--- config.mk ---
export PLATFORM = sky130hd
export DESIGN_NAME = pbm_mapper
export DESIGN_NICKNAME = d
export VERILOG_FILES = /design/src/rtl/pbm_pkg.sv /design/src/rtl/pbm_regs.sv /design/src/rtl/pbm_window_decode.sv /design/src/rtl/pbm_bank_resolve.sv /design/src/rtl/pbm_mapper.sv
export SDC_FILE = /design/constraint.sdc
export NUM_CORES = 1
export LEC_CHECK = 0
export CORE_UTILIZATION = 30
export CTS_CLUSTER_SIZE = 10
export DETAILED_ROUTE_END_ITERATION = 7
export GPL_TIMING_DRIVEN = 0
export PLACE_DENSITY_LB_ADDON = 0.05
export SYNTH_ARGS = -nofsm -noshare
export SYNTH_HDL_FRONTEND = slang
export SYNTH_HIERARCHICAL = 1
export SYNTH_SLANG_ARGS = --single-unit
--- constraint.sdc ---
create_clock -name clk -period 5.36 [get_ports clk]
set_input_delay 1.072 -clock clk [delete_from_list [all_inputs] [get_ports clk]]
set_output_delay 1.072 -clock clk [all_outputs]
set_load 0.01 [all_outputs]
--- src/rtl/pbm_pkg.sv ---
package pbm_pkg;

   localparam int unsigned SLOT_COUNT = 5;
   localparam int unsigned SLOT_W     = 3;

   localparam logic [3:0] SEL_MODE      = 4'd0;
   localparam logic [3:0] SEL_KEY_A     = 4'd1;
   localparam logic [3:0] SEL_KEY_B     = 4'd2;
   localparam logic [3:0] SEL_SLOT_BASE = 4'd3;

   localparam logic [1:0] KEY_A_VAL = 2'd2;
   localparam logic [1:0] KEY_B_VAL = 2'd1;

   localparam logic [SLOT_W-1:0] SLOT_LOW  = 3'd0;  // 0x6000 window, RAM only
   localparam logic [SLOT_W-1:0] SLOT_LAST = 3'd4;  // 0xE000 window, ROM only

   typedef enum logic [1:0] {
      MAP_32K       = 2'd0,
      MAP_16K_16K   = 2'd1,
      MAP_16K_8K_8K = 2'd2,
      MAP_8K_X4     = 2'd3
   } map_mode_e;

   typedef enum logic [1:0] {
      SPAN_8K  = 2'd0,
      SPAN_16K = 2'd1,
      SPAN_32K = 2'd2
   } span_e;

   typedef struct packed {
      logic              hit;
      logic [SLOT_W-1:0] slot;
      span_e             span;
   } window_t;

endpackage

--- src/rtl/pbm_regs.sv ---
module pbm_regs
   import pbm_pkg::*;
#(
   parameter int unsigned      REG_W      = 8,
   parameter logic [REG_W-1:0] LAST_RESET = '1
) (
   input  logic             clk,
   input  logic             rst_n,
   input  logic             reg_wr,
   input  logic [3:0]       reg_sel,
   input  logic [REG_W-1:0] reg_data,
   output map_mode_e        mode_o,
   output logic             key_ok_o,
   output logic [REG_W-1:0] bank_o [SLOT_COUNT]
);

   logic [1:0] mode_q;
   logic [1:0] key_a_q;
   logic [1:0] key_b_q;

   if (REG_W < 4) begin : g_bad_reg_w
      $error("pbm_regs: REG_W must be at least 4");
   end

   always_ff @(posedge clk) begin
      if (!rst_n) begin
         mode_q  <= 2'd3;
         key_a_q <= 2'd0;
         key_b_q <= 2'd0;
      end else if (reg_wr) begin
         case (reg_sel)
            SEL_MODE:  mode_q  <= reg_data[1:0];
            SEL_KEY_A: key_a_q <= reg_data[1:0];
            SEL_KEY_B: key_b_q <= reg_data[1:0];
            default: ;
         endcase
      end
   end

   for (genvar g = 0; g < SLOT_COUNT; g++) begin : g_bank
      localparam logic [REG_W-1:0] RST_VAL = (g == SLOT_COUNT - 1) ? LAST_RESET : '0;
      logic [REG_W-1:0] bank_q;
      always_ff @(posedge clk) begin
         if (!rst_n) begin
            bank_q <= RST_VAL;
         end else if (reg_wr && reg_sel == SEL_SLOT_BASE + 4'(g)) begin
            bank_q <= reg_data;
         end
      end
      assign bank_o[g] = bank_q;
   end

   assign mode_o   = map_mode_e'(mode_q);
   assign key_ok_o = (key_a_q == KEY_A_VAL) && (key_b_q == KEY_B_VAL);

   a_r13_mode_write: assert property (@(posedge clk) disable iff (!rst_n)
      (reg_wr && reg_sel == SEL_MODE) |=> (mode_q == $past(reg_data[1:0])));

   a_r9_key_low_bits: assert property (@(posedge clk) disable iff (!rst_n)
      (reg_wr && reg_sel == SEL_KEY_B) |=> (key_b_q == $past(reg_data[1:0])));

endmodule

--- src/rtl/pbm_window_decode.sv ---
module pbm_window_decode
   import pbm_pkg::*;
(
   input  map_mode_e  mode,
   input  logic [2:0] region,
   output window_t    win
);

   always_comb begin
      win.hit  = 1'b0;
      win.slot = SLOT_LOW;
      win.span = SPAN_8K;
      if (region == 3'd3) begin
         win.hit = 1'b1;
      end else if (region > 3'd3) begin
         win.hit = 1'b1;
         unique case (mode)
            MAP_32K: begin
               win.slot = SLOT_LAST;
               win.span = SPAN_32K;
            end
            MAP_16K_16K: begin
               win.slot = region[1] ? SLOT_LAST : 3'd2;
               win.span = SPAN_16K;
            end
            MAP_16K_8K_8K: begin
               if (!region[1]) begin
                  win.slot = 3'd2;
                  win.span = SPAN_16K;
               end else begin
                  win.slot = region[0] ? SLOT_LAST : 3'd3;
               end
            end
            MAP_8K_X4: begin
               win.slot = region - 3'd3;
            end
         endcase
      end
   end

endmodule

--- src/rtl/pbm_bank_resolve.sv ---
module pbm_bank_resolve
   import pbm_pkg::*;
#(
   parameter int unsigned REG_W      = 8,
   parameter int unsigned RAM_BANK_W = 3,
   parameter bit          DUAL_RAM   = 1'b0,
   localparam int unsigned ROM_BANK_W = REG_W - 1
) (
   input  logic [SLOT_W-1:0]     slot,
   input  span_e                 span,
   input  logic [REG_W-1:0]      bank_val,
   input  logic [1:0]            unit,
   output logic                  is_rom,
   output logic [ROM_BANK_W-1:0] rom_bank,
   output logic [RAM_BANK_W-1:0] ram_bank,
   output logic                  ram_chip,
   output logic                  ram_mapped
);

   logic [1:0]            keep_m;
   logic [RAM_BANK_W-1:0] ram_raw;

   if (RAM_BANK_W < 3 || RAM_BANK_W >= REG_W) begin : g_bad_ram_w
      $error("pbm_bank_resolve: RAM_BANK_W must lie in 3..REG_W-1");
   end

   always_comb begin
      case (span)
         SPAN_8K:  keep_m = 2'b00;
         SPAN_16K: keep_m = 2'b01;
         default:  keep_m = 2'b11;
      endcase
   end

   always_comb begin
      if (slot == SLOT_LAST)     is_rom = 1'b1;
      else if (slot == SLOT_LOW) is_rom = 1'b0;
      else                       is_rom = bank_val[REG_W-1];
   end

   assign ram_raw  = bank_val[RAM_BANK_W-1:0];
   assign rom_bank = {bank_val[ROM_BANK_W-1:2], (bank_val[1:0] & ~keep_m) | (unit & keep_m)};
   assign ram_bank = {ram_raw[RAM_BANK_W-1:2], (ram_raw[1:0] & ~keep_m) | (unit & keep_m)};
   assign ram_chip = ram_bank[RAM_BANK_W-1];

   if (DUAL_RAM) begin : g_dual
      assign ram_mapped = 1'b1;
   end else begin : g_single
      assign ram_mapped = ~ram_chip;
   end

endmodule

--- src/rtl/pbm_mapper.sv ---
module pbm_mapper
   import pbm_pkg::*;
#(
   parameter int unsigned REG_W      = 8,
   parameter int unsigned RAM_BANK_W = 3,
   parameter int unsigned OFS_W      = 13,
   parameter int unsigned ADDR_W     = 16,
   parameter bit          DUAL_RAM   = 1'b0,
   localparam int unsigned ROM_BANK_W = REG_W - 1,
   localparam int unsigned PA_W       = ROM_BANK_W + OFS_W
) (
   input  logic              clk,
   input  logic              rst_n,
   input  logic              reg_wr,
   input  logic [3:0]        reg_sel,
   input  logic [REG_W-1:0]  reg_data,
   input  logic [ADDR_W-1:0] cpu_addr,
   input  logic              cpu_rd,
   input  logic              cpu_wr,
   output logic [PA_W-1:0]   phys_addr,
   output logic              rom_sel,
   output logic              ram_sel,
   output logic              ram_chip,
   output logic              ram_we,
   output logic              open_bus
);

   localparam int unsigned RAM_PA_W = RAM_BANK_W - 1 + OFS_W;

   if (ADDR_W != OFS_W + 3) begin : g_bad_addr_w
      $error("pbm_mapper: ADDR_W must equal OFS_W + 3");
   end

   map_mode_e             mode;
   logic                  key_ok;
   logic [REG_W-1:0]      bank_q [SLOT_COUNT];
   window_t               win;
   logic [REG_W-1:0]      bank_val;
   logic                  is_rom;
   logic [ROM_BANK_W-1:0] rom_bank;
   logic [RAM_BANK_W-1:0] ram_bank;
   logic                  chip;
   logic                  ram_mapped;
   logic                  win_ram;

   pbm_regs #(.REG_W(REG_W)) u_regs (
      .clk      (clk),
      .rst_n    (rst_n),
      .reg_wr   (reg_wr),
      .reg_sel  (reg_sel),
      .reg_data (reg_data),
      .mode_o   (mode),
      .key_ok_o (key_ok),
      .bank_o   (bank_q)
   );

   pbm_window_decode u_decode (
      .mode   (mode),
      .region (cpu_addr[ADDR_W-1 -: 3]),
      .win    (win)
   );

   always_comb begin
      bank_val = '0;
      for (int i = 0; i < SLOT_COUNT; i++) begin
         if (win.slot == SLOT_W'(i)) bank_val = bank_q[i];
      end
   end

   pbm_bank_resolve #(
      .REG_W      (REG_W),
      .RAM_BANK_W (RAM_BANK_W),
      .DUAL_RAM   (DUAL_RAM)
   ) u_resolve (
      .slot       (win.slot),
      .span       (win.span),
      .bank_val   (bank_val),
      .unit       (cpu_addr[OFS_W+1:OFS_W]),
      .is_rom     (is_rom),
      .rom_bank   (rom_bank),
      .ram_bank   (ram_bank),
      .ram_chip   (chip),
      .ram_mapped (ram_mapped)
   );

   always_comb begin
      if (!win.hit)    phys_addr = '0;
      else if (is_rom) phys_addr = {rom_bank, cpu_addr[OFS_W-1:0]};
      else             phys_addr = PA_W'({ram_bank[RAM_BANK_W-2:0], cpu_addr[OFS_W-1:0]});
   end

   assign win_ram  = win.hit & ~is_rom;
   assign ram_we   = win_ram & ram_mapped & cpu_wr & key_ok;
   assign ram_sel  = win_ram & ram_mapped & (cpu_rd | ram_we);
   assign rom_sel  = win.hit & is_rom & cpu_rd;
   assign open_bus = win_ram & ~ram_mapped & cpu_rd;
   assign ram_chip = ram_sel & chip;

   // RAM physical addresses must fit the output
   if (RAM_PA_W > PA_W) begin : g_bad_ram_pa
      $error("pbm_mapper: RAM address wider than physical address port");
   end

   a_r9_we_needs_key: assert property (@(posedge clk) disable iff (!rst_n)
      ram_we |-> (key_ok && cpu_wr));

   a_r11_rom_no_write: assert property (@(posedge clk) disable iff (!rst_n)
      (cpu_wr && !cpu_rd) |-> !rom_sel);

   a_r10_open_bus_alone: assert property (@(posedge clk) disable iff (!rst_n)
      open_bus |-> (!ram_sel && !rom_sel && !ram_we));

   a_r12_low_space_idle: assert property (@(posedge clk) disable iff (!rst_n)
      (cpu_addr[ADDR_W-1 -: 3] < 3'd3) |-> !(rom_sel || ram_sel || ram_we || open_bus));

   a_r2_low_window_ram: assert property (@(posedge clk) disable iff (!rst_n)
      (cpu_addr[ADDR_W-1 -: 3] == 3'd3) |-> !rom_sel);

   a_r3_last_window_rom: assert property (@(posedge clk) disable iff (!rst_n)
      (cpu_addr[ADDR_W-1 -: 3] == 3'd7) |-> !(ram_sel || ram_we || open_bus));

endmodule

==> results.md, run 1 <==
- Pre-CTS setup slack: -0.922 ns
- H-Tree Level Count: 2
- Multi-input logic area: 1570 um^2
- Arrival time worst endpoint: 4.14 ns
- Worst slew margin: 60.2%
- CP startpoint kind: primary input
- Final setup fails: 0
- Tcrit/Tclk final: 97.3%
- Initial antenna violation count: 0
- Avg Vias per Cell: 4.82
- Worst Path Required: 4.29 ns
- Drt first-iter violations: 92
- GPL Wtd Cong: 0.741
- Syn-to-layout area delta: 31.6%
- VDD IR max: 0.143 mV
- Cell total after placement: 460
- Total CTS buffers: 5
- Unrepaired setup endpoints after global routing: false
- Initial core utilization: 30.9%
- Most frequent cells in the layout: mux2i_1 (52), clkdlybuf4s50_1 (48), nand2_1 (47)
- Layout cells sized above 1: 15.2%
- Final Routed Wirelength: 6.98 mm
- Worst-margin pin slew: 0.596 ns
- Hold_buf cts: 0
- Final core utilization: 40.7%
- CTS tree: done
- Reg-to-reg startpoint: u_regs/mode_o[1]$_SDFFE_PN1P_
- Syn Std Cell Area: 2680 um^2
- Max Clk Rate: 0.192 GHz
- Final net count: 398
- Kind of critical path: primary input to output port
- Post-detail-place hpwl: 5.21 mm
- Critical path origin: cpu_addr[15]
- DIE WIDTH: 96.6 um
- Syn Nets: 333
- I/O pin cnt: 58
- DRT Pass-1 Iters: 4
- Worst Clk Skew: 0 ns
- Ys Warns: 6
- Clock root cell: clkbuf_8
- Leakage: 1.47 nW
- Vias: 2261
- Die Height: 96.6 um
- Hold WC Path Type: register to register
- Clock sinks: 46
- Layout Cells excl Fill: 469
- Final worst setup slack: 0.147 ns
- Vias in the first global route: 2150
- Port buffer count: 56
- Global-route wire length before repair: 11.0 mm
- Fin. Hold Viols: 0
- Synthesized instance count: 296
- Slew Limit Fails: 0
- Status: complete, no violations
- Core area: 8680 um^2
- Fin Setup TNS: 0 ns
- Largest net degree at the start of global routing: 14
- Endpoint class of the critical path: output port
- DRC Markers: 0
- Antenna diodes: 0
- GRT Overall Usage: 15.8%
- Routed Antenna Nets: 0
- Max clock buf depth: 2
- WL per Instance: 14.9 um
- Total congestion overflow: 0
- Cell Area, Placed: 3380 um^2
- Clk pin slew, worst setup/hold paths: 0.08 ns
- Tot Pwr: 0.794 mW
- HP Start: u_regs/g_bank[0].bank_q[1]$_SDFFE_PN0P_
- FP Rows: 34
- Post-layout min period: 5.21 ns
- Fill cell count: 938
- Hold slack: 0.454 ns
- Post-route cell area: 3530 um^2
- Worst-skew pair later-pin latency: 0.30 ns
- Die Area: 9330 um^2
- Max Cap Viol: 0
- Commonest non-fill, non-tap cell in the layout: mux2i_1
- Avg Cell Area, Syn: 9.07 um^2
- Power Density: 225 nW/um^2
- FF/Latch Area: 921 um^2
- Worst-path maximum fanout: 10
-- registers in the layout, summed over array words and instances, names as in the netlist --
register and cells:
u_regs/g_bank.bank_q 40, u_regs/key_a_q 2, u_regs/key_b_q 2, u_regs/mode_o 2
-- critical path, cell delays in order --
cell	delay (ns)
clkdlybuf4s50_1	0.48
inv_1	0.05
ha_1	0.20
or2_4	0.29
a211oi_4	0.25
buf_4	0.17
mux2_2	0.32
a221o_1	0.34
mux2_4	0.33
and3_1	0.16
clkdlybuf4s50_1	0.48
-- where the power goes --
part | total (mW) | internal, mW | switching, mW
clock network | 0.264 | 0.149 | 0.114
logic | 0.182 | 0.0955 | 0.0861
registers | 0.349 | 0.346 | 0.00289
total | 0.794 | 0.591 | 0.203
-- layer usage --
layer  wire [um]  share of wire, %  up-vias  track usage [%]
li1            -                 -     1138                -
met1        3470                50     1050             21.4
met2        3020                43       67             26.0
met3         433               6.2        6             2.50
met4          63              0.90        0             4.04
met5           0                 0        -                0
-- worst paths after layout --
check / to / cells after the start / slack, ns
hold / removal: u_regs/g_bank[0].bank_q[1]$_SDFFE_PN0P_ / 2 / 0.45
setup / recovery: phys_addr[16] / 11 / 0.15
setup reg to reg: u_regs/mode_o[1]$_SDFFE_PN1P_ / 2 / 4.53
hold reg to reg: u_regs/g_bank[0].bank_q[1]$_SDFFE_PN0P_ / 2 / 0.45
-- repair_timing --
action,in CTS,in global routing
resized for setup,19,5
pin swaps,1,1
setup buffers,3,0
endpoints found under the setup margin,12,12
-- cell type report --
type	count	share of cell area, %
multi-input combinational	212	44.6
sequential	46	26.1
timing repair buffer	59	16.2
buffer	27	5.10
tap	108	3.83
clock buffer	6	2.34
inverter	10	1.06
clock inverter	1	0.850
(Power assumes the default switching activity.)
==> run 2: changes to the inputs <==
- clock period: 5.36 -> 4.27 ns (I/O delays scaled with it)
==> run 2 against run 1 <==
Net effect:
- clock-buffer cell count increased by 1
- utilization grew 2.5 points
- wire length increased by 3.6%
- critical endpoint is now phys_addr[14]
- power increased by 24%
==> results.md, run 2 (synthesis gave the netlist of run 1 again) <==
- Slew Limit Fails: 0
- FP Rows: 34
- Die Area: 9330 um^2
- Final net count: 419
- Total CTS buffers: 5
- Hold Path Sink: u_regs/g_bank[2].bank_q[5]$_SDFFE_PN0P_
- Final Routed Wirelength: 7.24 mm
- Worst Path Required: 3.42 ns
- Cell total after placement: 460
- Status: complete, no violations
- Slowest cell delay on critical path: 0.30 ns
- Power Density: 262 nW/um^2
- CTS tree: done
- Max Clk Rate: 0.234 GHz
- Worst Clk Skew: 0 ns
- Vias: 2335
- I/O pin cnt: 58
- Reg-to-reg startpoint: u_regs/mode_o[1]$_SDFFE_PN1P_
- DRC Markers: 0
- Bufs and invs on worst path: 5
- Worst-skew pair later-pin latency: 0.29 ns
- Arrival time worst endpoint: 3.42 ns
- Tcrit/Tclk final: 100%
- Fill cell count: 903
- Syn-to-layout area delta: 39.8%
- Worst Reg-to-Reg Cells: 2
- Routed Antenna Nets: 0
- FF/Latch Area: 921 um^2
- R2r endpoint: u_regs/mode_o[1]$_SDFFE_PN1P_
- Hold_buf cts: 0
- Initial antenna violation count: 0
- Worst slew margin: 59.3%
- CP Cell Sequence: buf_12 > ha_4 > ha_4 > or2_4 > a211oi_4 > buf_6 > buf_6 > and2b_2 > a22oi_2 > o21ai_2 > mux2_4 > buf_6 > mux2i_1 > nor2b_1 > buf_2
- Largest register FFs: 40
- Largest net degree at the start of global routing: 14
- Core area: 8680 um^2
- Layout Cells excl Fill: 491
- WL per Instance: 14.7 um
- Commonest non-fill, non-tap cell in the layout: mux2i_1
- Multi-input logic area: 1660 um^2
- Max Cap Viol: 0
- Fin. Hold Viols: 0
- Post-detail-place hpwl: 5.20 mm
- Endpoint class of the critical path: output port
- Vias in the first global route: 2154
- Unrepaired setup endpoints after global routing: true
- Fin Setup TNS: 0 ns
- Total congestion overflow: 0
- Worst-path maximum fanout: 5
- Port buffer count: 56
- Top reg by flops: u_regs/g_bank.bank_q
- DRT Pass-1 Iters: 5
- Die Height: 96.6 um
- GRT Overall Usage: 16.1%
- Kind of critical path: primary input to output port
- HP Start: u_regs/g_bank[2].bank_q[5]$_SDFFE_PN0P_
- GPL Wtd Cong: 0.720
- Hold WC Path Type: register to register
- CP startpoint kind: primary input
- CP max-delay cell: a211oi_4
- DIE WIDTH: 96.6 um
- Clk pin slew, worst setup/hold paths: 0.09 ns
- H-Tree Level Count: 2
- Global-route wire length before repair: 11.3 mm
- Worst hold path stage count: 2
- Drt first-iter violations: 67
- VDD IR max: 0.150 mV
- CP top delay family: buffers and inverters
- Post-layout min period: 4.27 ns
- Clock root cell: clkbuf_8
- Leakage: 1.61 nW
- Avg Vias per Cell: 4.76
- Max clock buf depth: 2
- Levels on crit path: 15
- CP most frequent cell: buf_6
- Worst-margin pin slew: 0.611 ns
- Antenna diodes: 0
- Initial core utilization: 30.9%
- Worst reg-to-reg setup slack: 3.41 ns
- Clock sinks: 46
- Most frequent cells in the layout: mux2i_1 (51), nand2_1 (47), dfxtp_1 (46)
- Layout cells sized above 1: 24.8%
- Final setup fails: 0
==> run 2: changes by cell type in the layout (fill, tap and decap cells not counted), sizes merged <==
cell and delta:
buf +28, bufinv -1, clkbuf +2, clkdlybuf4s50 -7, clkinv +1, dlygate4sd2 -1
==> run 2: layout make-up <==
class / instances / area share [%]
Tap cell: 108 / 3.60
Sequential cell: 46 / 24.5
Multi-Input combinational cell: 212 / 44.2
Buffer: 27 / 4.97
Timing Repair Buffer: 80 / 19.2
Inverter: 10 / 1.00
Clock inverter: 1 / 0.133
Clock buffer: 7 / 2.30
==> run 2: metrics by stage <==
stage | util, % | hold slack, ns | worst slack, ns | area (um^2) | power [mW]
6_report | 43.2 | 0.458 | 0.000805 | 3750 | 0.984
5_1_grt | 43.2 | 0.471 | -0.127 | 3750 | 1.04
4_1_cts | 42.9 | 0.460 | -0.00820 | 3720 | 0.989
3_5_place_dp | 39.1 | 0.447 | -1.39 | 3390 | 0.674
3_3_place_gp | 39.1 | 0.441 | -1.43 | 3390 | 0.674
2_1_floorplan | - | 0.432 | 0.0365 | 2690 | 0.577
==> run 2: report_power, final <==
part,internal [mW],switching (mW)
combinational,0.148,0.119
clock,0.131,0.148
sequential,0.435,0.00373
total,0.713,0.271
==> run 2: metal layers <==
metal | wire length [um] | global-route usage (%)
met1 | 3530 | 21.9
met2 | 3130 | 26.8
met3 | 513 | 2.66
met4 | 58 | 3.31
met5 | 0 | 0
==> run 2: worst max-delay path by stage <==
stage                 startpoint       endpoint
floorplan           cpu_addr[13]       ram_chip
global placement    cpu_addr[14]       ram_chip
detailed placement  cpu_addr[14]       ram_chip
CTS                 cpu_addr[14]  phys_addr[14]
global route        cpu_addr[14]       ram_chip
finish              cpu_addr[14]  phys_addr[14]
==> run 2: worst min-delay path: cells and delay by family (launching register included) <==
| family | cells | cell delay, ns |
|---|---|---|
| simple gates | 1 | 0.05 |
| mux | 1 | 0.05 |
| flops | 1 | 0.32 |
==> run 2: what timing repair did <==
item | CTS | global route
endpoints found under the setup margin | 12 | 12
pin swaps | 12 | 11
setup buffers | 20 | 4
gates resized for setup | 73 | 10
==> run 3: changes to the inputs <==
- CTS_CLUSTER_SIZE: 10 -> 30
- PLACE_DENSITY_LB_ADDON: 0.05 -> unset
==> run 3 against run 2 <==
Net effect:
- the run now ends with setup timing left
- worst hold slack about the same
- highest routed layer unchanged
- via count rose by 0.60%
- clock-buffer cell count down 1
- sequential power hardly changed
- critical path type unchanged
- largest cell class unchanged
- critical endpoint is now ram_chip
==> results.md, run 3 (synthesis gave the netlist of run 1 again) <==
- Status: finished with violations
- Failing checks: setup timing
- CP top delay family: simple AND/OR/NAND/NOR gates
- Hold slack: 0.458 ns
- Leakage: 1.59 nW
- Largest register FFs: 40
- Endpoint class of the critical path: output port
- Global-route wire length before repair: 11.6 mm
- Final worst setup slack: -0.0111 ns
- Worst Path Required: 3.42 ns
- Routed Antenna Nets: 0
- Layout cells sized above 1: 24.5%
- GRT Overall Usage: 16.6%
- Clk pin slew, worst setup/hold paths: 0.08 ns
- Worst reg-to-reg setup slack: 3.44 ns
- Port buffer count: 56
- Initial core utilization: 30.9%
- Final net count: 416
- Pre-CTS setup slack: -1.31 ns
- Bufs and invs on worst path: 3
- Drt first-iter violations: 109
- Worst-path maximum fanout: 6
- Fin Setup TNS: -0.0200 ns
- Post-route cell area: 3790 um^2
- Top reg by flops: u_regs/g_bank.bank_q
- Cell Area, Placed: 3390 um^2
- Slew Limit Fails: 0
- Max Clk Rate: 0.234 GHz
- Fill cell count: 874
- Hold_buf cts: 0
- Unrepaired setup endpoints after global routing: true
- WL per Instance: 14.9 um
- CTS tree: done
- GPL Wtd Cong: 0.757
- CP Cell Sequence: buf_12 > ha_4 > ha_4 > or2_4 > nor3b_4 > buf_6 > mux2i_2 > nor2_1 > a221o_1 > mux2_4 > nand3b_1 > nor2_2 > and2_1 > buf_2
- Initial antenna violation count: 0
- Commonest non-fill, non-tap cell in the layout: mux2i_1
- Die Area: 9330 um^2
- Tot Pwr: 1.05 mW
- Final Routed Wirelength: 7.25 mm
- I/O pin cnt: 58
- Clock root cell: clkbuf_8
- Core area: 8680 um^2
- Post-layout min period: 4.28 ns
- CP max-delay cell: a221o_1
- Fin. Hold Viols: 0
- Vias in the first global route: 2276
- Largest net degree at the start of global routing: 14
- Post-detail-place hpwl: 5.07 mm
- Syn-to-layout area delta: 41.2%
- Most frequent cells in the layout: mux2i_1 (49), nand2_1 (47), dfxtp_1 (46)
- CP most frequent cell: ha_4
- Worst Clk Skew: 0 ns
- Antenna diodes: 0
- Total CTS buffers: 5
- CP startpoint kind: primary input
- VDD IR max: 0.153 mV
- Arrival time worst endpoint: 3.43 ns
- Vias: 2349
- Max Cap Viol: 0
- Final setup fails: 2
- Hold WC Path Type: register to register
- Total congestion overflow: 0
- Avg Vias per Cell: 4.82
- Slowest cell delay on critical path: 0.30 ns
- Tcrit/Tclk final: 100%
- DIE WIDTH: 96.6 um
- Power Density: 276 nW/um^2
- Worst-margin pin slew: 0.619 ns
- FP Rows: 34
- DRC Markers: 0
- H-Tree Level Count: 2
- Clock sinks: 46
- Kind of critical path: primary input to output port
- Worst-skew pair later-pin latency: 0.29 ns
- Max clock buf depth: 2
- Worst slew margin: 58.2%
- Die Height: 96.6 um
- DRT Pass-1 Iters: 4
-- run 3: through the flow --
stage	utilization, %	cells
after floorplan	-	296
after global placement	39.1	460
after detailed placement	39.1	460
after CTS	42.8	481
after global routing	43.7	487
final	43.7	487
-- run 3: per-layer routing --
metal	vias to the layer above	GRT usage, %	share of wire, %
li1	1173	-	-
met1	1092	21.9	47
met2	80	27.7	45
met3	4	3.21	7.5
met4	0	4.41	1.0
met5	-	0	0
-- run 3: worst register-to-register path: stages, from the launching register on --
cell and delay, ns:
dfxtp_1 0.55, nor2b_1 0.10, mux2i_1 0.13
-- run 3: area by class of cell --
| type | instances | area (um^2) | share of cell area, % |
|---|---|---|---|
| inverter | 10 | 37.5 | 0.991 |
| sequential | 46 | 921 | 24.3 |
| tap | 108 | 135 | 3.57 |
| multi-input combinational | 213 | 1690 | 44.6 |
| timing repair buffer | 76 | 701 | 18.5 |
| clock buffer | 6 | 82.6 | 2.18 |
| buffer | 27 | 190 | 5.02 |
| clock inverter | 1 | 30.0 | 0.793 |
-- run 3: path summary, 6_finish.rpt --
check	start	to	depth (start not counted)
worst max-delay path	cpu_addr[14]	ram_chip	14
worst min-delay path	u_regs/key_a_q[1]$_SDFFE_PN0P_	u_regs/key_a_q[1]$_SDFFE_PN0P_	2
worst max register to register	u_regs/mode_o[1]$_SDFFE_PN1P_	u_regs/mode_o[1]$_SDFFE_PN1P_	2
worst min register to register	u_regs/key_a_q[1]$_SDFFE_PN0P_	u_regs/key_a_q[1]$_SDFFE_PN0P_	2
-- run 3: timing repair --
| action | CTS | global route |
|---|---|---|
| endpoints found under the setup margin | 12 | 11 |
| gates cloned | 1 | 0 |
| setup buffers | 14 | 6 |
| resized for setup | 74 | 16 |
| pin swaps | 11 | 4 |
| hold endpoints to repair | 0 | 0 |
-- run 3: power by group --
part,switching [mW],internal [mW]
registers,0.00383,0.435
clock network,0.146,0.187
logic,0.123,0.152
